`src/rtl/bufhs_pkg.sv`:
```
package bufhs_pkg;

  typedef enum logic [1:0] {
    ST_IDLE    = 2'd0,
    ST_POLL    = 2'd1,
    ST_CONFIRM = 2'd2,
    ST_DONE    = 2'd3
  } bufhs_state_e;

  // True when a disagreement arriving after miss_cnt earlier ones exceeds the budget.
  function automatic logic retry_exhausted(input int miss_cnt, input int budget);
    return miss_cnt >= budget;
  endfunction

endpackage

```
`src/rtl/bufhs_read_port.sv`:
```
module bufhs_read_port #(
  parameter int ADDR_W = 10
) (
  input  logic              clk,
  input  logic              rst_n,
  input  logic              load,
  input  logic [ADDR_W-1:0] addr_in,
  input  logic              active,
  output logic              rd_en,
  output logic [ADDR_W-1:0] rd_addr,
  output logic              sample
);

  logic              pend_q;
  logic [ADDR_W-1:0] addr_q;

  // Alternate issue and capture cycles while active.
  always_ff @(posedge clk or negedge rst_n) begin
    if (!rst_n) begin
      pend_q <= 1'b0;
      addr_q <= '0;
    end else begin
      if (load) addr_q <= addr_in;
      pend_q <= active ? ~pend_q : 1'b0;
    end
  end

  assign rd_en   = active & ~pend_q;
  assign sample  = active & pend_q;
  assign rd_addr = addr_q;

endmodule

```
`src/rtl/bufhs_stable_cmp.sv`:
```
module bufhs_stable_cmp
  import bufhs_pkg::*;
#(
  parameter int DATA_W    = 16,
  parameter int MAX_RETRY = 3
) (
  input  logic              clk,
  input  logic              rst_n,
  input  logic              clear,
  input  logic              load_first,
  input  logic              compare,
  input  logic [DATA_W-1:0] rd_data,
  output logic              agree,
  output logic              mismatch,
  output logic              exhausted
);

  localparam int CNT_W = $clog2(MAX_RETRY + 1);

  logic [DATA_W-1:0] ref_q;
  logic [CNT_W-1:0]  miss_q;

  function automatic logic same_word(input logic [DATA_W-1:0] a, input logic [DATA_W-1:0] b);
    return a == b;
  endfunction

  assign agree     = compare & same_word(rd_data, ref_q);
  assign mismatch  = compare & ~same_word(rd_data, ref_q);
  assign exhausted = mismatch & retry_exhausted(int'(miss_q), MAX_RETRY);

  always_ff @(posedge clk or negedge rst_n) begin
    if (!rst_n) begin
      ref_q  <= '0;
      miss_q <= '0;
    end else begin
      if (clear) miss_q <= '0;
      else if (mismatch && !exhausted) miss_q <= miss_q + 1'b1;
      if (load_first || mismatch) ref_q <= rd_data;
    end
  end

endmodule

```
`src/rtl/bufhs_ctrl.sv`:
```
module bufhs_ctrl
  import bufhs_pkg::*;
#(
  parameter int                DATA_W    = 16,
  parameter int                ADDR_W    = 10,
  parameter int                MAX_RETRY = 3,
  parameter logic [DATA_W-1:0] SENTINEL  = 16'hA5A5
) (
  input  logic              clk,
  input  logic              rst_n,
  input  logic              start,
  input  logic              use_flag,
  input  logic              ready_flag,
  input  logic [ADDR_W-1:0] buf_last_addr,
  output logic              rd_en,
  output logic [ADDR_W-1:0] rd_addr,
  input  logic [DATA_W-1:0] rd_data,
  output logic              buf_done,
  output logic [DATA_W-1:0] stable_val,
  output logic              busy,
  output logic              stable_err,
  output logic              rearm_req
);

  bufhs_state_e      st_q, st_d;
  logic              mode_q, need_first_q, err_q, rearm_q;
  logic [DATA_W-1:0] val_q;

  // Named internal events used by the checker.
  logic in_poll, in_conf, start_acc, wait_flag, active, sample;
  logic changed, load_first, compare, agree_ev, mismatch_ev, fail_ev;

  function automatic logic word_changed(input logic [DATA_W-1:0] w);
    return w != SENTINEL;
  endfunction

  assign in_poll    = (st_q == ST_POLL);
  assign in_conf    = (st_q == ST_CONFIRM);
  assign start_acc  = start & (st_q == ST_IDLE);
  assign wait_flag  = in_poll & mode_q;
  assign active     = (in_poll & ~mode_q) | in_conf;
  assign changed    = sample & word_changed(rd_data);
  assign load_first = (in_poll & ~mode_q & changed) | (in_conf & sample & need_first_q);
  assign compare    = in_conf & sample & ~need_first_q;

  bufhs_read_port #(.ADDR_W(ADDR_W)) u_port (
    .clk     (clk),
    .rst_n   (rst_n),
    .load    (start_acc),
    .addr_in (buf_last_addr),
    .active  (active),
    .rd_en   (rd_en),
    .rd_addr (rd_addr),
    .sample  (sample)
  );

  bufhs_stable_cmp #(.DATA_W(DATA_W), .MAX_RETRY(MAX_RETRY)) u_cmp (
    .clk        (clk),
    .rst_n      (rst_n),
    .clear      (start_acc),
    .load_first (load_first),
    .compare    (compare),
    .rd_data    (rd_data),
    .agree      (agree_ev),
    .mismatch   (mismatch_ev),
    .exhausted  (fail_ev)
  );

  always_comb begin
    st_d = st_q;
    unique case (st_q)
      ST_IDLE:    if (start_acc) st_d = ST_POLL;
      ST_POLL:    if (mode_q ? ready_flag : changed) st_d = ST_CONFIRM;
      ST_CONFIRM: begin
        if (agree_ev)     st_d = ST_DONE;
        else if (fail_ev) st_d = ST_IDLE;
      end
      ST_DONE:    st_d = ST_IDLE;
      default:    st_d = ST_IDLE;
    endcase
  end

  always_ff @(posedge clk or negedge rst_n) begin
    if (!rst_n) begin
      st_q         <= ST_IDLE;
      mode_q       <= 1'b0;
      need_first_q <= 1'b0;
      err_q        <= 1'b0;
      rearm_q      <= 1'b0;
      val_q        <= '0;
    end else begin
      st_q    <= st_d;
      rearm_q <= start_acc & ~use_flag;
      if (start_acc) begin
        mode_q       <= use_flag;
        err_q        <= 1'b0;
        need_first_q <= 1'b0;
      end else if (wait_flag && ready_flag) begin
        need_first_q <= 1'b1;
      end else if (in_conf && sample) begin
        need_first_q <= 1'b0;
      end
      if (agree_ev) val_q <= rd_data;
      if (fail_ev)  err_q <= 1'b1;
    end
  end

  assign buf_done   = (st_q == ST_DONE);
  assign busy       = (st_q != ST_IDLE);
  assign stable_err = err_q;
  assign rearm_req  = rearm_q;
  assign stable_val = val_q;

endmodule

```
`config.mk`:
```
export PLATFORM = sky130hd
export DESIGN_NAME = bufhs_ctrl
export DESIGN_NICKNAME = d
export VERILOG_FILES = /design/src/rtl/bufhs_pkg.sv /design/src/rtl/bufhs_read_port.sv /design/src/rtl/bufhs_stable_cmp.sv /design/src/rtl/bufhs_ctrl.sv
export SDC_FILE = /design/constraint.sdc
export NUM_CORES = 1
export LEC_CHECK = 0
export ABC_AREA = 1
export ABC_CLOCK_PERIOD_IN_PS = 3400
export BUFFER_PORTS_ARGS = -buffer_cell sky130_fd_sc_hd__buf_2
export CAP_MARGIN = 20
export CORE_MARGIN = 2
export CORE_UTILIZATION = 35
export CTS_BUF_LIST = sky130_fd_sc_hd__clkbuf_4 sky130_fd_sc_hd__clkbuf_8 sky130_fd_sc_hd__clkbuf_16
export DETAILED_ROUTE_END_ITERATION = 6
export GPL_TIMING_DRIVEN = 0
export SYNTH_ARGS = -nofsm -noshare
export SYNTH_HDL_FRONTEND = slang
export SYNTH_SLANG_ARGS = --single-unit
export TNS_END_PERCENT = 20
```
`constraint.sdc`:
```
create_clock -name clk -period 3.4 [get_ports clk]
set_clock_uncertainty 0.15 [all_clocks]
set_input_delay 0.34 -clock clk [delete_from_list [all_inputs] [get_ports clk]]
set_output_delay 0.34 -clock clk [all_outputs]
set_load 0.1 [all_outputs]
```
; Word level (Yosys, flattened, before mapping)
; Cells that the tools add are included.
[word_totals]
word_cells = 66
latchBits = 0
output_inout_bits = 31
n_memories = 0
in_bits = 31
mem_bits_rw = 0
register_bits = 51
rom_bits = 0
[op_classes]
n_reduce_logical = 11
bitwise = 21
n_div = 0
eq_ne = 8
order_cmp = 1
shifts = 0
addsub = 1
multipliers = 0
n_mux = 14
[op_table]
columns = operator, n
row1 = $eq A16 B16 Y1, 1
row2 = $ne A16 B16 Y1 const B, 1
row3 = $and A1 B1 Y1, 14
row4 = $mux W2, 6
row5 = $pmux W2 S4, 1
row6 = $mux W1, 7
row7 = $reduce_bool A2 Y1, 3
row8 = $not A1 Y1, 5
row9 = $eq A2 B2 Y1 const B, 2
row10 = $logic_and A1 B1 Y1, 3
row11 = $ne A3 B1 Y1 const B, 1
row12 = $reduce_and A3 Y1, 1
row13 = $reduce_bool A3 Y1, 1
row14 = $add A2 B1 Y2 const B, 1
row15 = $eq A2 B1 Y1 const B, 1
row16 = $ge A2 B2 Y1 const B, 1
row17 = $logic_not A2 Y1, 1
row18 = $ne A2 B1 Y1 const B, 1
row19 = $ne A2 B2 Y1 const B, 1
row20 = $or A1 B1 Y1, 2
row21 = $logic_not A1 Y1, 1
row22 = $logic_or A1 B1 Y1, 1

; Longest topological paths before layout
; Gate-level depths: netlist of run 1.
[logic_depth]
ltp_word = 12
depth_mapped = 13
mapped_depth_nobuf = 12

; Cells and area by module
; From an unflattened synthesis of run 1, not the netlist that was laid out.
[unflattened]
cells_unflattened = 351
hier_area_um2 = 2585.0
[modules_own_cells]
columns = mod, instances, cells_each, seq_area_each_um2, area_each_um2
row1 = bufhs_stable_cmp, 1, 169, 450.4, 1152.4
row2 = bufhs_ctrl, 1, 135, 550.5, 1014.7
row3 = bufhs_read_port, 1, 47, 275.3, 417.9

; Worst setup path after synthesis of run 1
; OpenSTA, ideal clock, no wires.
[synth_path]
path_type = register -> output
from = register st_q[1]
to = output port rd_en
t_arrival_ns = 2.163
path_buffers = 0
slack_ns = 0.747
path_stages_with_launch = 4
t_required_ns = 2.910
path_cell_list = dfrtp_1 nor2_2 nand2_2 a21oi_1
[synth_between]
elab_chain_cells = 4
elab_cells_between_ends = 5
cone_classes = eq/ne (2) / bitwise (3)
[synth_lines]
columns = item, line
row1 = "start, declared", bufhs_ctrl.sv:25  ; bufhs_state_e st_q, st_d;
row2 = "start signal, assigned", bufhs_ctrl.sv:92  ; st_q <= st_d;
row3 = $eq A2 B1 Y1, bufhs_ctrl.sv:37  ; assign in_poll = (st_q == ST_POLL);
row4 = $and A1 B1 Y1, bufhs_ctrl.sv:41  ; assign active = (in_poll & ~mode_q) | in_conf;
row5 = $or A1 B1 Y1 (*), bufhs_ctrl.sv:41
row6 = $and A1 B1 Y1 (*), bufhs_read_port.sv:28  ; assign rd_en = active & ~pend_q;
row7 = "end, declared", bufhs_ctrl.sv:15  ; output logic rd_en,
; Every way passes the cells marked *; elsewhere a longest branch is shown, timed or not.

; Final worst setup path of run 1
; Same ends and word-level chain as after synthesis.

==> results of run 1 <==
-- cell usage after synthesis, drive strengths merged --
cell type,number
inv,43
dfrtp,51
nand3,8
nand3b,1
a21oi,5
nor2,22
ha,1
nand4,4
nand2,135
buf,5
o21ai,33
clkbuf,3
o32ai,1
-- layout make-up --
type	count	area (µm²)	share of cell area, %
sequential	51	1280	41.9
timing repair buffer	63	335	11.0
clock buffer	5	68.8	2.26
inverter	43	161	5.30
tap	96	120	3.94
clock inverter	3	43.8	1.44
buffer	8	58.8	1.93
multi-input combinational	210	981	32.2
-- report_power, final --
group | switching (mW) | total, mW | internal [mW]
sequential | 0.121 | 0.915 | 0.794
combinational | 0.988 | 1.30 | 0.309
clock | 0.210 | 0.429 | 0.219
-- through the flow --
| stage | util (%) | instances | setup WS [ns] | total power [mW] |
|---|---|---|---|---|
| after floorplan | - | 312 | 0.747 | 2.00 |
| after global placement | 42.5 | 469 | 1.47 | 2.21 |
| after detailed placement | 42.8 | 470 | 1.42 | 2.24 |
| after CTS | 44.6 | 479 | 1.22 | 2.68 |
| after global routing | 44.6 | 479 | 1.12 | 2.83 |
| final | 44.6 | 479 | 1.23 | 2.64 |
-- placed cells by master (no fill, tap or decap), types with 3 or more instances in the layout --
cell type	instances
clkbuf_8	5
nor2_2	4
nor2_1	17
o21ai_0	17
dfrtp_1	51
buf_2	63
nand4_1	4
a21oi_1	4
nand2_1	132
nand3_1	7
inv_1	30
clkbuf_1	3
o21ai_2	16
inv_2	13
-- per-layer routing --
metal  up-vias  GRT usage [%]
met1       990           20.3
li1       1094              -
met4         0           4.55
met5         -              0
met2        35           25.1
met3         5           2.92
-- worst max-delay path, stage by stage (launching register included) --
cell     delay [ns]
dfrtp_1        0.43
nor2_2         0.20
nand2_2        0.12
a21oi_1        0.17
buf_2          0.46
-- logic make-up (layout without fill, tap and decap cells) --
kind of cell / Yosys count / in the layout
compound gates: 39 / 39
fa+ha+maj: 1 / 1
buf+inv: 51 / 122
flops: 51 / 51
simple gates: 170 / 170
-- path summary, 6_finish.rpt --
check / start / end / slack [ns]
min in group asynchronous: rst_n / u_cmp.ref_q[4] / 0.32
setup reg to reg: st_q[0] / stable_val[3] / 1.46
max in group asynchronous: rst_n / stable_val[11] / 2.26
setup / recovery: st_q[1] / rd_en / 1.23
hold / removal: use_flag / rearm_req / 0.03
hold reg to reg: u_port.pend_q / u_port.pend_q / 0.29
-- registers in the layout (all words and copies together) (netlist names) --
signal	count
mode_q	1
st_q	2
u_cmp.miss_q	2
rearm_req	1
stable_err	1
stable_val	16
u_port.pend_q	1
u_cmp.ref_q	16
u_port.rd_addr	10
need_first_q	1
-- what timing repair did --
action                     CTS  global route
hold buffers                 1             0
setup endpoints to repair    0             0
hold endpoints to repair    14             0
==> flow_summary.ini, run 1 <==
[worst_setup_path]
endpoint_kind = output pin
cp.required_ns = 2.91
worstPathArrival_ns = 1.68
worstSetupPathType = flip-flop to output pin
cp_max_fo = 4
crit_path_start_kind = flip-flop
reg2reg_depth = 8

[synth]
synth_top_cell_by_area = dfrtp_1
synth-adder-area-share_pct = 0.505
synthSimpleGateAreaFrac_pct = 28.5
synth_seq_cells = 51
synth_cells = 312
syn_nets = 344
synth_warnings = 0
yosysTopAreaCellShare_pct = 51.5
avgSynthCellArea_um2 = 7.94
synth_xor_area_share_pct = 0
synth_seq_area_share_pct = 51.5
synth_area_leaders = dfrtp_1, nand2_1, o21ai_2
synth_top_family_by_area = simple AND/OR/NAND/NOR gates
ys_types = 23
synth_area_um2 = 2480
synth_compound_area_share_pct = 10.6
synthMuxAreaShare_pct = 0

[sta]
relSlewSlack_pct = 66.9
fin_setup_tns_ns = 0
finalHoldWorstSlack_ns = 0.0331
slew_viol_final = 0
hold_viol_final = 0
period_share_pct = 63.8
fmax_mhz = 461
worstMarginPinSlew_ns = 0.500
rsz0062_at_grt = false
min_period_ns = 2.17
setup_viol = 0

[drt]
avgRoutedWirePerCell_um = 11.4
wl_met1_um = 2530
vias = 2124
wl_met3_um = 172
ant_nets = 0
firstDrtPassIters = 4
via_per_inst = 4.43
route.detailed.drc = 0
met2_wirelength_um = 2690
wirelength_um = 5460
drtIter0Drc = 157
highest_layer = met4

[global_routing]
antenna_found_initial = 0
grt_pass1_wl_um = 9090
grt_max_degree = 38
overflow = 0
grt_use_total_pct = 15.2
grt_pass1_vias = 1950

[clock_network]
cts_setup_buffers = 0
numCtsBuffers = 5
ctsResizeCount = 0
cts_root_buf = clkbuf_8
cts.clk_slew.worst_paths_ns = 0.10
tritoncts = yes
cts_sinks = 51
clock_latency_ns = 0.31
clock_path_buffers = 2
htree_num_levels = 2

[die]
core_um2 = 6830
die_area_um2 = 7770
die_w_um = 88.1
io_pins = 62
initial_core_util_pct = 36.3
rows = 30
die_h_um = 88.1

[worst_hold_path]
hold_path.class = input port to flip-flop
min_path_cells = 2

[placed_design]
dp_hpwl_um = 4090
dpl_cell_area_um2 = 2920
portBuffers = 61
gp_congestion = 0.819

[layout]
area_growth_pct = 22.9
fin_nets = 414
antenna_cells = 0
drive_above_1_share_pct = 29.8
fillers = 730
final_area_um2 = 3050

[power]
pwr_density_cell_nw_per_um2 = 867
irDropWorstVdd_v = 0.000469
power.leakage_nw = 1.73

[flow_run]
cap_viol_max_count = 0

[outcome]
outcome = finished, final reports clean
Power figures use the tool's default switching activity.
==> run 2: changes to the inputs <==
--- a/config.mk
+++ b/config.mk
@@ -5,8 +5,8 @@
 export SDC_FILE = /design/constraint.sdc
 export NUM_CORES = 1
 export LEC_CHECK = 0
-export ABC_AREA = 1
-export ABC_CLOCK_PERIOD_IN_PS = 3400
+export ABC_AREA = 0
+export ABC_CLOCK_PERIOD_IN_PS = 1900
 export BUFFER_PORTS_ARGS = -buffer_cell sky130_fd_sc_hd__buf_2
 export CAP_MARGIN = 20
 export CORE_MARGIN = 2
==> constraint.sdc (replaced) <==
create_clock -name clk -period 1.9 [get_ports clk]
set_clock_uncertainty 0.15 [all_clocks]
set_input_delay 0.19 -clock clk [delete_from_list [all_inputs] [get_ports clk]]
set_output_delay 0.19 -clock clk [all_outputs]
set_load 0.1 [all_outputs]
==> run 2 against run 1 <==
Effect of this change: synthesized area is 11% higher; wire length rose by 49%; die area rose by 11%; clock power grew 57%; non-clock buffer count increased by 37; design area increased by 23%; sequential power increased by 88%; total power grew 100%; worst hold slack lost 0.0039 ns; sequential share of layout area decreased by 8.0 points; first-iteration DRC count up 57%; combinational power rose by 130%; critical endpoint is now u_cmp.ref_q[11]; the run now ends with negative setup slack left.
==> flow_summary.ini, run 2 <==
[clock_network]
htree_num_levels = 2
numCtsBuffers = 5
clock_latency_ns = 0.32
clock_path_buffers = 2
cts.clk_slew.worst_paths_ns = 0.10
tritoncts = yes
cts_sinks = 51
cts_root_buf = clkbuf_8

[synth]
synth_area_leaders = dfrtp_1, nand2_1, a21oi_1
synth_warnings = 0
avgSynthCellArea_um2 = 9.82
ys_types = 36
synthTopCellsByCount = nand2_1, dfrtp_1, a21oi_1, o211ai_1
synth_area_um2 = 2760
synth.most_common_cell = nand2_1
syn_nets = 313
synth_edf_count = 0
synth_cells = 281
synth_seq_cells = 51
synthFlopType = dfrtp_1
async_flop_share_pct = 100
yosysTopAreaCellShare_pct = 46.2
synth_top_cell_by_area = dfrtp_1
synth_seq_area_share_pct = 46.2

[drt]
vias = 2637
wl_met3_um = 590
met2_wirelength_um = 3760
wl_met1_um = 3480
drtIter0Drc = 246
highest_layer = met4
via_per_inst = 5.49
firstDrtPassIters = 5
ant_nets = 0
route.detailed.drc = 0
avgRoutedWirePerCell_um = 16.9
wirelength_um = 8110

[layout]
fillers = 722
area_growth_pct = 36.2
post-route-util_pct = 48.9
layout_common_cells = buf_2, nand2_1, dfrtp_1
seq_area_um2 = 1280
fin_nets = 409
final_common_cell = buf_2
multi_input_area_um2 = 1490
antenna_cells = 0
drive_above_1_share_pct = 36.8

[worst_setup_path]
cp_max_fo = 5
startpoint = u_cmp.ref_q[5]
cp.required_ns = 2.00
slowest_stage = or4b_4
path_delay_family = simple AND/OR/NAND/NOR gates
worstPathArrival_ns = 2.29
worstReg2RegEnd = u_cmp.ref_q[11]
critPathBufInv = 2
reg2reg_depth = 7
worstSetupPathType = flip-flop to flip-flop
r2r_start = u_cmp.ref_q[5]
crit_path_start_kind = flip-flop
cp_cell_sequence = xor2_1 > nor4_2 > nand4_1 > buf_6 > buf_8 > or4b_4 > nand3_2
endpoint_kind = flip-flop
ff2ff_setup_slack_ns = -0.28
worst_path_largest_cell_delay_ns = 0.52

[worst_hold_path]
whs_endpoint = stable_val[5]
hp-start = rd_data[5]
hold_path.class = input port to flip-flop
min_path_cells = 2

[die]
io_pins = 62
initial_core_util_pct = 35.9
die_w_um = 92.8
die_h_um = 92.8
rows = 32
die_area_um2 = 8610
core_um2 = 7690

[global_routing]
antenna_found_initial = 0
grt_use_total_pct = 19.4
grt_pass1_vias = 2567
overflow = 0
grt_max_degree = 36
grt_pass1_wl_um = 13200

[outcome]
outcome = finished, violations left
violations = negative setup slack

[sta]
hold_viol_final = 0
relSlewSlack_pct = 65.4
fin_ws_ns = -0.283
fin_setup_tns_ns = -7.30
slew_viol_final = 0
fmax_mhz = 458
setup_viol = 36
period_share_pct = 115
rsz0062_at_grt = true
worstMarginPinSlew_ns = 0.519
min_period_ns = 2.18

[placed_design]
dp_hpwl_um = 5120
gp_congestion = 0.815
portBuffers = 61
place_ws_ns = -0.562

[power]
irDropWorstVdd_v = 0.00151
pwr_density_cell_nw_per_um2 = 1430
power.leakage_nw = 1.86

[flow_run]
cap_viol_max_count = 0
## run 2: layer usage
| layer | track usage (%) | vias to the layer above |
|---|---|---|
| met5 | 0 | - |
| met2 | 30.9 | 135 |
| li1 | - | 1208 |
| met4 | 7.72 | 0 |
| met1 | 25.6 | 1267 |
| met3 | 4.56 | 27 |
## run 2: how the worst max path moves through the flow
stage,endpoint,cells after the start
global route,u_cmp.ref_q[4],8
global placement,u_cmp.ref_q[4],7
detailed placement,u_cmp.ref_q[0],7
floorplan,stable_val[15],7
CTS,u_cmp.ref_q[15],7
finish,u_cmp.ref_q[11],7
## run 2: where the power goes
group          total (mW)  switching (mW)  internal (mW)
Sequential           1.72           0.287           1.43
Combinational        2.99            2.14          0.844
Clock               0.673           0.393          0.280
Total                5.37            2.82           2.55
## run 2: what timing repair did
item / in CTS / in global routing
gates resized for setup: 34 / 21
hold buffers: 12 / 0
endpoints found under the setup margin: 39 / 49
pin swaps: 4 / 5
hold endpoints to repair: 28 / 0
buffers inserted: 11 / 2
gates cloned: 2 / 0
## run 2: layout make-up
type	instances	area share, %
buffer	19	3.79
clock buffer	6	2.03
clock inverter	2	0.433
inverter	5	0.499
multi-input combinational	206	39.7
sequential	51	33.9
tap	102	3.39
timing repair buffer	89	16.2
## run 2: cells by family after synthesis
group | share of synthesized area [%]
simple gates | 23.0
compound gates | 14.6
flops | 46.2
buf+inv | 4.08
xor+xnor | 5.08
mux | 6.53
fa+ha+maj | 0.453
## run 2: per-stage QoR
stage	hold WS (ns)	cells	instance area (µm²)	total power [mW]
5_1_grt	0.0283	480	3760	5.72
6_report	0.0292	480	3760	5.37
4_1_cts	0.0315	478	3690	5.27
3_5_place_dp	0.0148	445	3240	4.42
3_3_place_gp	0.210	444	3220	4.38
2_1_floorplan	-0.256	281	2790	3.83
## run 2: worst reg2reg max path, stage by stage (launching register included)
cell     delay (ns)
dfrtp_1        0.41
xor2_1         0.16
nor4_2         0.36
nand4_1        0.16
buf_6          0.16
buf_8          0.12
or4b_4         0.53
nand3_2        0.08
